===== src/rtl/vcs_pkg.sv =====
package vcs_pkg;

    // Kind of work a cluster performs; also the class field of an instruction.
    typedef enum logic [1:0] {
        KIND_ARITH = 2'd0,
        KIND_MEM   = 2'd1,
        KIND_PARK  = 2'd2
    } unit_kind_e;

    // Issue control states.
    typedef enum logic {
        ST_EMPTY = 1'b0,
        ST_HELD  = 1'b1
    } issue_st_e;

endpackage


===== src/rtl/vcs_map_table.sv =====
module vcs_map_table #(
    parameter int NUM_ARCH = 32,
    parameter int PW       = 5,
    localparam int AW      = $clog2(NUM_ARCH)
) (
    input  logic          clk,
    input  logic          rst_n,
    input  logic [AW-1:0] rd_a,
    input  logic [AW-1:0] rd_b,
    input  logic [AW-1:0] rd_d,
    output logic          a_valid,
    output logic [PW-1:0] a_preg,
    output logic          b_valid,
    output logic [PW-1:0] b_preg,
    output logic          d_valid,
    output logic [PW-1:0] d_preg,
    input  logic          wr_en,
    input  logic [AW-1:0] wr_idx,
    input  logic [PW-1:0] wr_preg
);

    logic          mapped [NUM_ARCH];
    logic [PW-1:0] where   [NUM_ARCH];

    always_ff @(posedge clk) begin
        if (!rst_n) begin
            for (int i = 0; i < NUM_ARCH; i++) begin
                mapped[i] <= 1'b0;
                where[i]  <= '0;
            end
        end else if (wr_en) begin
            mapped[wr_idx] <= 1'b1;
            where[wr_idx]  <= wr_preg;
        end
    end

    always_comb begin
        a_valid = mapped[rd_a];
        a_preg  = where[rd_a];
        b_valid = mapped[rd_b];
        b_preg  = where[rd_b];
        d_valid = mapped[rd_d];
        d_preg  = where[rd_d];
    end

    // a written mapping is visible on the next cycle
    a_r7_write_visible: assert property (@(posedge clk) disable iff (!rst_n)
        wr_en |=> (mapped[$past(wr_idx)] && where[$past(wr_idx)] == $past(wr_preg)));

endmodule


===== src/rtl/vcs_slot_pool.sv =====
module vcs_slot_pool #(
    parameter int SLOTS = 8,
    localparam int SW   = $clog2(SLOTS)
) (
    input  logic          clk,
    input  logic          rst_n,
    input  logic          alloc_en,
    output logic [SW-1:0] alloc_slot,
    output logic          has_free,
    input  logic          rel_en,
    input  logic [SW-1:0] rel_slot
);

    logic [SLOTS-1:0] busy;

    always_comb begin
        alloc_slot = '0;
        has_free   = ~&busy;
        for (int i = SLOTS - 1; i >= 0; i--) begin
            if (!busy[i]) alloc_slot = SW'(i);
        end
    end

    always_ff @(posedge clk) begin
        if (!rst_n) begin
            busy <= '0;
        end else begin
            if (alloc_en) busy[alloc_slot] <= 1'b1;
            if (rel_en)   busy[rel_slot]   <= 1'b0;
        end
    end

    // allocation only happens while a slot is free
    a_r10_alloc_has_free: assert property (@(posedge clk) disable iff (!rst_n)
        alloc_en |-> has_free);

    // only an occupied slot may be released
    a_r11_release_busy: assert property (@(posedge clk) disable iff (!rst_n)
        rel_en |-> busy[rel_slot]);

    // allocation and release never name the same slot together
    a_r7_alloc_release_apart: assert property (@(posedge clk) disable iff (!rst_n)
        (alloc_en && rel_en) |-> (alloc_slot != rel_slot));

endmodule


===== src/rtl/vcs_cluster_queue.sv =====
module vcs_cluster_queue #(
    parameter int DEPTH = 4,
    parameter int W     = 31,
    localparam int OW   = $clog2(DEPTH + 1),
    localparam int PTRW = (DEPTH > 1) ? $clog2(DEPTH) : 1
) (
    input  logic          clk,
    input  logic          rst_n,
    input  logic          push,
    input  logic [W-1:0]  push_data,
    input  logic          pop,
    output logic          head_valid,
    output logic [W-1:0]  head_data,
    output logic [OW-1:0] count
);

    logic [W-1:0]    store [DEPTH];
    logic [PTRW-1:0] rd_ptr, wr_ptr;
    logic            pop_ok;

    function automatic logic [PTRW-1:0] bump(input logic [PTRW-1:0] p);
        return (p == PTRW'(DEPTH - 1)) ? '0 : p + 1'b1;
    endfunction

    assign pop_ok     = pop && (count != '0);
    assign head_valid = (count != '0);
    assign head_data  = store[rd_ptr];

    always_ff @(posedge clk) begin
        if (!rst_n) begin
            rd_ptr <= '0;
            wr_ptr <= '0;
            count  <= '0;
            for (int i = 0; i < DEPTH; i++) store[i] <= '0;
        end else begin
            if (push) begin
                store[wr_ptr] <= push_data;
                wr_ptr        <= bump(wr_ptr);
            end
            if (pop_ok) rd_ptr <= bump(rd_ptr);
            count <= count + OW'(push) - OW'(pop_ok);
        end
    end

    // no push into a full queue
    a_r9_no_overflow: assert property (@(posedge clk) disable iff (!rst_n)
        push |-> (count < OW'(DEPTH)));

    // occupancy stays within the queue depth
    a_r9_count_bound: assert property (@(posedge clk) disable iff (!rst_n)
        count <= OW'(DEPTH));

endmodule


===== src/rtl/vcs_pick.sv =====
module vcs_pick #(
    parameter int NCL = 4,
    parameter int OW  = 3,
    localparam int CW = $clog2(NCL)
) (
    input  logic [NCL-1:0]    elig,
    input  logic [2*NCL-1:0]  score,
    input  logic [NCL*OW-1:0] occ,
    output logic [CW-1:0]     sel,
    output logic              found
);

    logic [1:0]    best_s;
    logic [OW-1:0] best_o;

    always_comb begin
        sel    = '0;
        found  = 1'b0;
        best_s = '0;
        best_o = '0;
        for (int c = 0; c < NCL; c++) begin
            if (elig[c]) begin
                if (!found || (score[2*c +: 2] > best_s) ||
                    ((score[2*c +: 2] == best_s) && (occ[OW*c +: OW] < best_o))) begin
                    found  = 1'b1;
                    sel    = CW'(c);
                    best_s = score[2*c +: 2];
                    best_o = occ[OW*c +: OW];
                end
            end
        end
    end

endmodule


===== src/rtl/vec_cluster_steer.sv =====
module vec_cluster_steer
    import vcs_pkg::*;
#(
    parameter int NUM_ARCH     = 32,
    parameter int NUM_CLUSTERS = 4,
    parameter int SLOTS        = 8,
    parameter int QUEUE_DEPTH  = 4,
    parameter int TAG_W        = 8,
    parameter logic [2*NUM_CLUSTERS-1:0] CLUSTER_KIND = 8'b10_01_00_00,
    localparam int CW = $clog2(NUM_CLUSTERS),
    localparam int SW = $clog2(SLOTS),
    localparam int PW = CW + SW,
    localparam int AW = $clog2(NUM_ARCH),
    localparam int OW = $clog2(QUEUE_DEPTH + 1),
    localparam int QW = TAG_W + PW + 3 * (PW + 1)
) (
    input  logic                     clk,
    input  logic                     rst_n,
    input  logic                     in_valid,
    output logic                     in_ready,
    input  logic [1:0]               in_cls,
    input  logic [AW-1:0]            in_src_a,
    input  logic [AW-1:0]            in_src_b,
    input  logic [AW-1:0]            in_dst,
    input  logic [TAG_W-1:0]         in_tag,
    output logic                     iss_fire,
    output logic [CW-1:0]            iss_cluster,
    output logic [PW-1:0]            iss_dst_preg,
    output logic [1:0]               xfer_valid,
    output logic [2*PW-1:0]          xfer_src_preg,
    output logic [2*CW-1:0]          xfer_dst_cluster,
    output logic [NUM_CLUSTERS-1:0]  q_valid,
    output logic [NUM_CLUSTERS*QW-1:0] q_data,
    input  logic [NUM_CLUSTERS-1:0]  q_pop,
    input  logic                     cmp_valid,
    input  logic [PW-1:0]            cmp_preg
);

    // ---------------- holding stage and issue state ----------------
    issue_st_e         st, st_nxt;
    logic [1:0]        h_cls;
    logic [AW-1:0]     h_a, h_b, h_dst;
    logic [TAG_W-1:0]  h_tag;
    logic              capture;
    logic              fire;

    // ---------------- map table ----------------
    logic          a_v, b_v, d_v;
    logic [PW-1:0] a_p, b_p, d_p;
    logic [PW-1:0] new_preg;

    vcs_map_table #(.NUM_ARCH(NUM_ARCH), .PW(PW)) u_map (
        .clk     (clk),
        .rst_n   (rst_n),
        .rd_a    (h_a),
        .rd_b    (h_b),
        .rd_d    (h_dst),
        .a_valid (a_v),
        .a_preg  (a_p),
        .b_valid (b_v),
        .b_preg  (b_p),
        .d_valid (d_v),
        .d_preg  (d_p),
        .wr_en   (fire),
        .wr_idx  (h_dst),
        .wr_preg (new_preg)
    );

    // ---------------- per-cluster scoring ----------------
    logic [NUM_CLUSTERS-1:0]    elig;
    logic [2*NUM_CLUSTERS-1:0]  score;
    logic [NUM_CLUSTERS*OW-1:0] occ_flat;
    logic [CW-1:0]              sel;
    logic                       sel_found;

    always_comb begin
        for (int c = 0; c < NUM_CLUSTERS; c++) begin
            elig[c] = (CLUSTER_KIND[2*c +: 2] == h_cls);
            score[2*c +: 2] = 2'(a_v && (a_p[PW-1:SW] == CW'(c)))
                            + 2'(b_v && (b_p[PW-1:SW] == CW'(c)));
        end
    end

    vcs_pick #(.NCL(NUM_CLUSTERS), .OW(OW)) u_pick (
        .elig  (elig),
        .score (score),
        .occ   (occ_flat),
        .sel   (sel),
        .found (sel_found)
    );

    // ---------------- slot pools and queues ----------------
    logic [SW-1:0] pool_slot [NUM_CLUSTERS];
    logic          pool_free [NUM_CLUSTERS];
    logic [OW-1:0] q_cnt     [NUM_CLUSTERS];
    logic [QW-1:0] entry;

    for (genvar c = 0; c < NUM_CLUSTERS; c++) begin : g_cluster
        logic here_issue;
        logic here_release;

        assign here_issue   = fire && (sel == CW'(c));
        assign here_release = cmp_valid && (cmp_preg[PW-1:SW] == CW'(c));

        vcs_slot_pool #(.SLOTS(SLOTS)) u_pool (
            .clk        (clk),
            .rst_n      (rst_n),
            .alloc_en   (here_issue),
            .alloc_slot (pool_slot[c]),
            .has_free   (pool_free[c]),
            .rel_en     (here_release),
            .rel_slot   (cmp_preg[SW-1:0])
        );

        vcs_cluster_queue #(.DEPTH(QUEUE_DEPTH), .W(QW)) u_queue (
            .clk        (clk),
            .rst_n      (rst_n),
            .push       (here_issue),
            .push_data  (entry),
            .pop        (q_pop[c]),
            .head_valid (q_valid[c]),
            .head_data  (q_data[QW*c +: QW]),
            .count      (q_cnt[c])
        );

        assign occ_flat[OW*c +: OW] = q_cnt[c];
    end

    // ---------------- issue decision ----------------
    logic sel_full, sel_free;
    logic remote_a, remote_b;

    always_comb begin
        sel_full = (q_cnt[sel] == OW'(QUEUE_DEPTH));
        sel_free = pool_free[sel];
        new_preg = {sel, pool_slot[sel]};
        fire     = (st == ST_HELD) && sel_found && !sel_full && sel_free;
        remote_a = a_v && (a_p[PW-1:SW] != sel);
        remote_b = b_v && (b_p[PW-1:SW] != sel) && !(remote_a && (a_p == b_p));
        entry    = {h_tag, new_preg, d_v, d_p, a_v, a_p, b_v, b_p};
    end

    // ---------------- state register ----------------
    always_ff @(posedge clk) begin
        if (!rst_n) st <= ST_EMPTY;
        else        st <= st_nxt;
    end

    always_comb begin
        st_nxt = st;
        unique case (st)
            ST_EMPTY: if (in_valid) st_nxt = ST_HELD;               // capture
            ST_HELD: begin
                if (fire && !in_valid) st_nxt = ST_EMPTY;          // issue-and-drain
                else                   st_nxt = ST_HELD;           // issue-and-refill or stall
            end
            default:  st_nxt = ST_EMPTY;
        endcase
    end

    // ---------------- outputs ----------------
    always_comb begin
        in_ready         = (st == ST_EMPTY) || fire;
        capture          = in_valid && in_ready;
        iss_fire         = fire;
        iss_cluster      = sel;
        iss_dst_preg     = new_preg;
        xfer_valid       = {remote_b && fire, remote_a && fire};
        xfer_src_preg    = {b_p, a_p};
        xfer_dst_cluster = {sel, sel};
    end

    always_ff @(posedge clk) begin
        if (!rst_n) begin
            h_cls <= '0;
            h_a   <= '0;
            h_b   <= '0;
            h_dst <= '0;
            h_tag <= '0;
        end else if (capture) begin
            h_cls <= in_cls;
            h_a   <= in_src_a;
            h_b   <= in_src_b;
            h_dst <= in_dst;
            h_tag <= in_tag;
        end
    end

    // the issue cluster's kind matches the held class
    a_r2_kind_match: assert property (@(posedge clk) disable iff (!rst_n)
        iss_fire |-> (CLUSTER_KIND[2*iss_cluster +: 2] == h_cls));

    // channel 0 moves a register from another cluster into the chosen one
    a_r5_xfer0_remote: assert property (@(posedge clk) disable iff (!rst_n)
        xfer_valid[0] |-> (iss_fire && xfer_dst_cluster[CW-1:0] == iss_cluster
                           && xfer_src_preg[PW-1:SW] != iss_cluster));

    // channel 1 likewise
    a_r5_xfer1_remote: assert property (@(posedge clk) disable iff (!rst_n)
        xfer_valid[1] |-> (iss_fire && xfer_dst_cluster[2*CW-1:CW] == iss_cluster
                           && xfer_src_preg[2*PW-1:PW+SW] != iss_cluster));

    // a stalled instruction stays held unchanged
    a_r9_stall_holds: assert property (@(posedge clk) disable iff (!rst_n)
        (st == ST_HELD && !fire) |=> (st == ST_HELD && $stable(h_tag) && $stable(h_dst)));

endmodule


===== config.mk =====
export PLATFORM = sky130hd
export DESIGN_NAME = vec_cluster_steer
export DESIGN_NICKNAME = d
export VERILOG_FILES = /design/src/rtl/vcs_pkg.sv /design/src/rtl/vcs_map_table.sv /design/src/rtl/vcs_slot_pool.sv /design/src/rtl/vcs_cluster_queue.sv /design/src/rtl/vcs_pick.sv /design/src/rtl/vec_cluster_steer.sv
export SDC_FILE = /design/constraint.sdc
export NUM_CORES = 1
export LEC_CHECK = 0
export BUFFER_PORTS_ARGS = -buffer_cell sky130_fd_sc_hd__buf_2
export CORE_MARGIN = 1.5
export CORE_UTILIZATION = 40
export DETAILED_ROUTE_END_ITERATION = 16
export GPL_TIMING_DRIVEN = 0
export PLACE_DENSITY = 0.58
export SLEW_MARGIN = 15
export SYNTH_ARGS = -nofsm -noshare
export SYNTH_HDL_FRONTEND = slang
export SYNTH_SLANG_ARGS = --single-unit

===== constraint.sdc =====
create_clock -name clk -period 7.45 [get_ports clk]
set_input_delay 0.3725 -clock clk [delete_from_list [all_inputs] [get_ports clk]]
set_output_delay 0.3725 -clock clk [all_outputs]
set_load 0.01 [all_outputs]

==> results of run 1 <==
-- worst min-delay path, cell delays in order --
cell      delay, ps
buf_2           120
nand3_1          70
o211ai_1         70
-- layout make-up --
type	count	area, um^2	area share [%]
Tap cell	1265	1583	3.598
Clock buffer	114	2370	5.386
Inverter	77	289.0	0.6569
Timing Repair Buffer	213	1310	2.978
Multi-Input combinational cell	1744	14190	32.26
Sequential cell	797	22520	51.19
Clock inverter	44	392.9	0.8930
Buffer	288	1338	3.040
-- what timing repair did --
item | CTS | global route
setup buffers | 2 | 4
hold endpoints to repair | 6 | 0
endpoints found under the setup margin | 789 | 305
pin swaps | 2 | 2
hold buffers | 6 | 0
gates resized for setup | 14 | 15
-- registers in the layout, indices dropped and copies added (netlist names), 8 cells and up, named ones only --
signal,cells
g_cluster.u_pool.busy,32
g_cluster.u_queue.rd_ptr,8
g_cluster.u_queue.store,496
u_map.where,160
h_tag,8
g_cluster.u_queue.wr_ptr,8
g_cluster.u_queue.count,12
u_map.mapped,32
-- path summary, 6_finish.rpt --
kind,end,cells past startpoint
worst max-delay path,in_ready,20
worst min-delay path,h_tag[6],3
worst max register to register,g_cluster[2].u_queue.store[0][9],20
worst min register to register,g_cluster[1].u_pool.busy[5],2
-- cells in the final DEF (no fill, tap or decap), types with 35 or more instances in the layout --
cell	n
nand3_1	39
edfxtp_1	656
buf_1	37
clkbuf_16	88
mux4_2	255
inv_1	74
nor2_1	571
mux2i_1	70
clkbuf_1	168
o21a_1	38
buf_4	39
o21ai_0	54
nand2_1	110
dfxtp_1	141
nor3b_1	35
nor3_1	124
buf_2	240
-- power groups by stage --
| stage | clock network (mW) | logic (mW) | registers [mW] |
|---|---|---|---|
| finish | 4.25 | 3.89 | 5.35 |
| global route | 4.45 | 4.11 | 5.38 |
| CTS | 4.28 | 3.87 | 5.34 |
| detailed placement | 0 | 3.84 | 5.43 |
| global placement | 0 | 3.79 | 5.43 |
| floorplan | 0 | 2.38 | 5.34 |
-- logic make-up after synthesis --
group	Yosys count
fa+ha+maj	26
buf+inv	367
xor+xnor	15
compound gates	301
flops	797
simple gates	1055
mux	331
other cells	1
-- per-stage QoR --
| step | worst slack [ps] | setup TNS, ps |
|---|---|---|
| detailed placement | -766.0 | -270160 |
| global route | 3.642 | 0 |
| global placement | -3719 | -799810 |
| finish | 221.5 | 0 |
| floorplan | 188.0 | 0 |
| CTS | 33.00 | 0 |
-- routing by layer --
layer	wire [um]	GRT usage, %	vias up
li1	-	-	11560
met1	49090	33.29	13530
met2	57930	40.27	1370
met3	10500	5.058	295
met4	6142	11.64	2
met5	15	0	-
==> impl_metrics.toml, run 1 <==
[run_status]
outcome = "finished clean"

[power_and_ir_drop]
seqPwrFrac_pct = 39.6
power_density_mw_per_mm2 = 306.6
pwr-share-comb_pct = 28.9
power_switching_mw = 4.551
p_total_mw = 13.49
internal_power_mw = 8.937
p_leak_nw = 15.01
swShare_pct = 33.74
pwr-share-clk_pct = 31.5
peakVddDrop_mv = 0.2268

[synth]
ys_ff_latch = 797
synthArstFlopShare_pct = 0
synth-edff-count = 656
netlist_top_cells_count = "edfxtp_1 (656), nor2_1 (571), mux4_2 (255)"
synth-adder-area-share_pct = 0.9321
synth_top_area_cell = "edfxtp_1"
syn_area_mm2 = 0.03812
synth-compound-area-share_pct = 5.707
synthXorXnorAreaFrac_pct = 0.3446
synthCells = 2893
synth_top_area_share_pct = 51.67
ys_warn_count = 0
synth-simple-area-share_pct = 12.63
ys_seq_area_share_pct = 59.08
yosysMostFrequentCell = "edfxtp_1"
avgSynthCellArea_um2 = 13.18
synth_mux_area_share_pct = 17.08
synthFlopType = "edfxtp_1"
ys_top_cells_by_area = "edfxtp_1 (52%), mux4_2 (15%), dfxtp_1 (7.4%)"
synth_cell_type_count = 76
synth_top_family_by_area = "multiplexers"

[clock_tree]
htree_levels = 3
clock_latency_ps = 670
cts_sinks = 797
clock-root-buffer = "clkbuf_16"
clkSlewWorstSetupHoldPaths_ps = 60
cts_max_path_buffers = 3
tritoncts = "built"
numCtsBuffers = 86

[placement]
placed_cell_area_mm2 = 0.04105
port_buffers = 188
dp_cells = 4374
routabilityCongestion = 0.9468
dp_hpwl_um = 90900

[sta]
tightest_slew_ps = 1318
fin_crit_ps = 7228
period_share_pct = 97.03
slew_violations = 0
holdWs_ps = 27.88
rsz0062_at_grt = "false"
skew_ps = 30.52
fmax_ghz = 0.1383
hold_violations = 0
setup_viol = 0
slew_headroom_pct = 11.82

[cells_and_area]
instances_no_fill = 4542
fin_area_mm2 = 0.04400
area_growth_pct = 15.41
drive_gt1_share_pct = 22.83
nets = 3271
final_util_pct = 46.44
fillers = 8678
antenna_cells = 0

[floorplan]
row_count = 113
ios = 191
core-area_mm2 = 0.09473
fp.dieArea_mm2 = 0.09717
die_y_um = 311.7
die_w_um = 311.7
initial_core_util_pct = 40.24

[worst_setup_path]
crit_chain = "buf_1 -> mux4_2 -> mux4_2 -> mux2i_1 -> buf_2 -> nand2b_1 -> nor2_1 -> ha_1 -> and2_1 -> ha_1 -> and3b_1 -> o211ai_2 -> a31o_1 -> a221oi_2 -> o21a_1 -> buf_2 -> buf_2 -> a21boi_0 -> inv_1 -> buf_2"
crit_buf_inv = 6
path_common_cell = "buf_2"
cp.arrival_ps = 6860
cpPeakStageDelay_ps = 650
critPathRequiredTime_ps = 7080
cp_slowest_cell = "buf_1"
r2r_slack_ps = 280
path_delay_family = "buffers and inverters"
start_kind = "flop"
path_class = "flop to output port"
setup.worst_path.end_class = "output port"
path_max_fanout = 10

[route]
vias = 26760
drtIter0Drc = 2858
wire_per_inst_um = 27.23
avgViaCountPerCell = 5.891
drc = 0
ant_nets = 0
finalWirelength_um = 123700
drtPass1Iterations = 6

[worst_hold_path]
hold_class = "primary input to flop"
hp-start = "in_tag[6]"

[global_route]
grt_pass1_wl_um = 179000
antenna_found_initial = 5
grtUsageTotal_pct = 25.25
first_global_vias = 26290
grt_max_degree = 32
grt-ovfl-total = 0

[flow_run]
max_cap_viol_count = 0
Note: power is estimated with default switching activity, not from simulation.
==> inputs of run 2 (changes only) <==
- BUFFER_PORTS_ARGS: -buffer_cell sky130_fd_sc_hd__buf_2 -> -buffer_cell sky130_fd_sc_hd__buf_4
==> run 2 against run 1 <==
  * Die area unchanged
  * Worst setup slack worse by 120 ps
  * Non-clock buffer count decreased by 3
  * Register-to-register slack got worse by 70 ps
==> impl_metrics.toml, run 2 (synthesis results as in run 1) <==
[run_status]
outcome = "finished clean"

[clock_tree]
clkSlewWorstSetupHoldPaths_ps = 60
clock_latency_ps = 670
cts_max_path_buffers = 3
numCtsBuffers = 87
cts_sinks = 797
clock-root-buffer = "clkbuf_16"
htree_levels = 3
tritoncts = "built"

[sta]
period_share_pct = 98.70
fmax_ghz = 0.1360
rsz0062_at_grt = "false"
hold_violations = 0
slew_headroom_pct = 6.967
fin_crit_ps = 7353
holdWs_ps = 36.71
skew_ps = 37.65
setup_viol = 0
setup_tns_ps = 0
slew_violations = 0
tightest_slew_ps = 1390
setup_ws_ps = 96.64

[cells_and_area]
layout_common_cells = "edfxtp_1 (656), nor2_1 (571), mux4_2 (255)"
area_growth_pct = 17.21
fin_area_mm2 = 0.04468
final_common_cell = "edfxtp_1"
final_util_pct = 47.17
top_regs = "g_cluster.u_queue.store (496), u_map.where (160)"
nets = 3269
instances_no_fill = 4546
largest_reg_flops = 496
drive_gt1_share_pct = 23.39
largest-register = "g_cluster.u_queue.store"

[route]
avgViaCountPerCell = 5.860
finalWirelength_um = 123900
drtIter0Drc = 2985
wire_per_inst_um = 27.26
ant_nets = 0
drc = 0
vias = 26640
drtPass1Iterations = 6

[floorplan]
core-area_mm2 = 0.09473
die_w_um = 311.7
ios = 191
row_count = 113
die_y_um = 311.7
fp.dieArea_mm2 = 0.09717
initial_core_util_pct = 40.24

[worst_setup_path]
path_class = "flop to output port"
r2r_slack_ps = 210
critPathRequiredTime_ps = 7080
cp.arrival_ps = 6980
setup.worst_path.end_class = "output port"
path_max_fanout = 10
endpoint = "xfer_valid[1]"
rr_worst_depth = 21
r2r_end = "g_cluster[1].u_queue.store[2][5]"
start_kind = "flop"

[placement]
dp_hpwl_um = 90790
port_buffers = 188
placed_cell_area_mm2 = 0.04150
dp_cells = 4375
routabilityCongestion = 0.9901
place_ws_ps = -972.8

[flow_run]
max_cap_viol_count = 0

[power_and_ir_drop]
peakVddDrop_mv = 0.2122
power_density_mw_per_mm2 = 312.8
p_total_mw = 13.98
p_leak_nw = 15.20

[global_route]
antenna_found_initial = 3
grt_max_degree = 32
grt-ovfl-total = 0
first_global_vias = 26230
grtUsageTotal_pct = 25.17
grt_pass1_wl_um = 179000

[worst_hold_path]
hold_class = "primary input to flop"
[run 2: layer usage]
metal | track usage (%) | vias up | wire, um
li1 | - | 11560 | -
met1 | 33.62 | 13430 | 49450
met2 | 40.17 | 1366 | 58270
met3 | 4.592 | 282 | 10410
met4 | 11.21 | 0 | 5774
met5 | 0 | - | 0
[run 2: final cells by class]
class	count	area [um^2]
Fill cell	8548	50050
Tap cell	1265	1583
Clock buffer	103	2292
Buffer	288	1336
Multi-Input combinational cell	1744	14170
Sequential cell	797	22520
Timing Repair Buffer	210	1739
Antenna cell	2	5.005
Clock inverter	60	742.0
Inverter	77	289.0
[run 2: critical path: stages, from the launching register on]
cell	delay, ps
dfxtp_1	480
clkbuf_1	470
inv_2	320
mux2i_2	420
nor2_1	130
nor4_2	490
buf_2	340
inv_1	130
nor2_1	220
ha_1	260
and2_1	140
ha_1	280
and3b_1	200
o211ai_2	220
a31oi_4	440
nor4_2	170
buf_2	320
or4b_1	570
a31oi_1	470
buf_4	230
[run 2: worst min path at each step]
| stage | startpoint | to | slack (ps) | depth (start not counted) |
|---|---|---|---|---|
| 2_1_floorplan | g_cluster[1].u_pool.busy[5] | g_cluster[1].u_pool.busy[5] | 430 | 2 |
| 3_3_place_gp | g_cluster[1].u_pool.busy[5] | g_cluster[1].u_pool.busy[5] | 450 | 2 |
| 3_5_place_dp | g_cluster[1].u_pool.busy[5] | g_cluster[1].u_pool.busy[5] | 460 | 2 |
| 4_1_cts | in_tag[4] | h_tag[4] | 0.5 | 3 |
| 5_1_grt | in_tag[1] | h_tag[1] | 10 | 3 |
| 6_report | in_tag[4] | h_tag[4] | 40 | 3 |
[run 2: what timing repair did]
item / CTS / global route
gates resized for setup: 12 / 16
endpoints found under the setup margin: 990 / 323
hold buffers: 4 / 0
pin swaps: 2 / 0
hold endpoints to repair: 4 / 0
buffers inserted: 4 / 0
[run 2: power breakdown]
part           total (mW)  internal (mW)  switching (mW)  leakage, nW
logic                4.05           1.52            2.53         5.82
clock network        4.59           2.68            1.91         1.46
registers            5.34           5.14           0.202         7.92
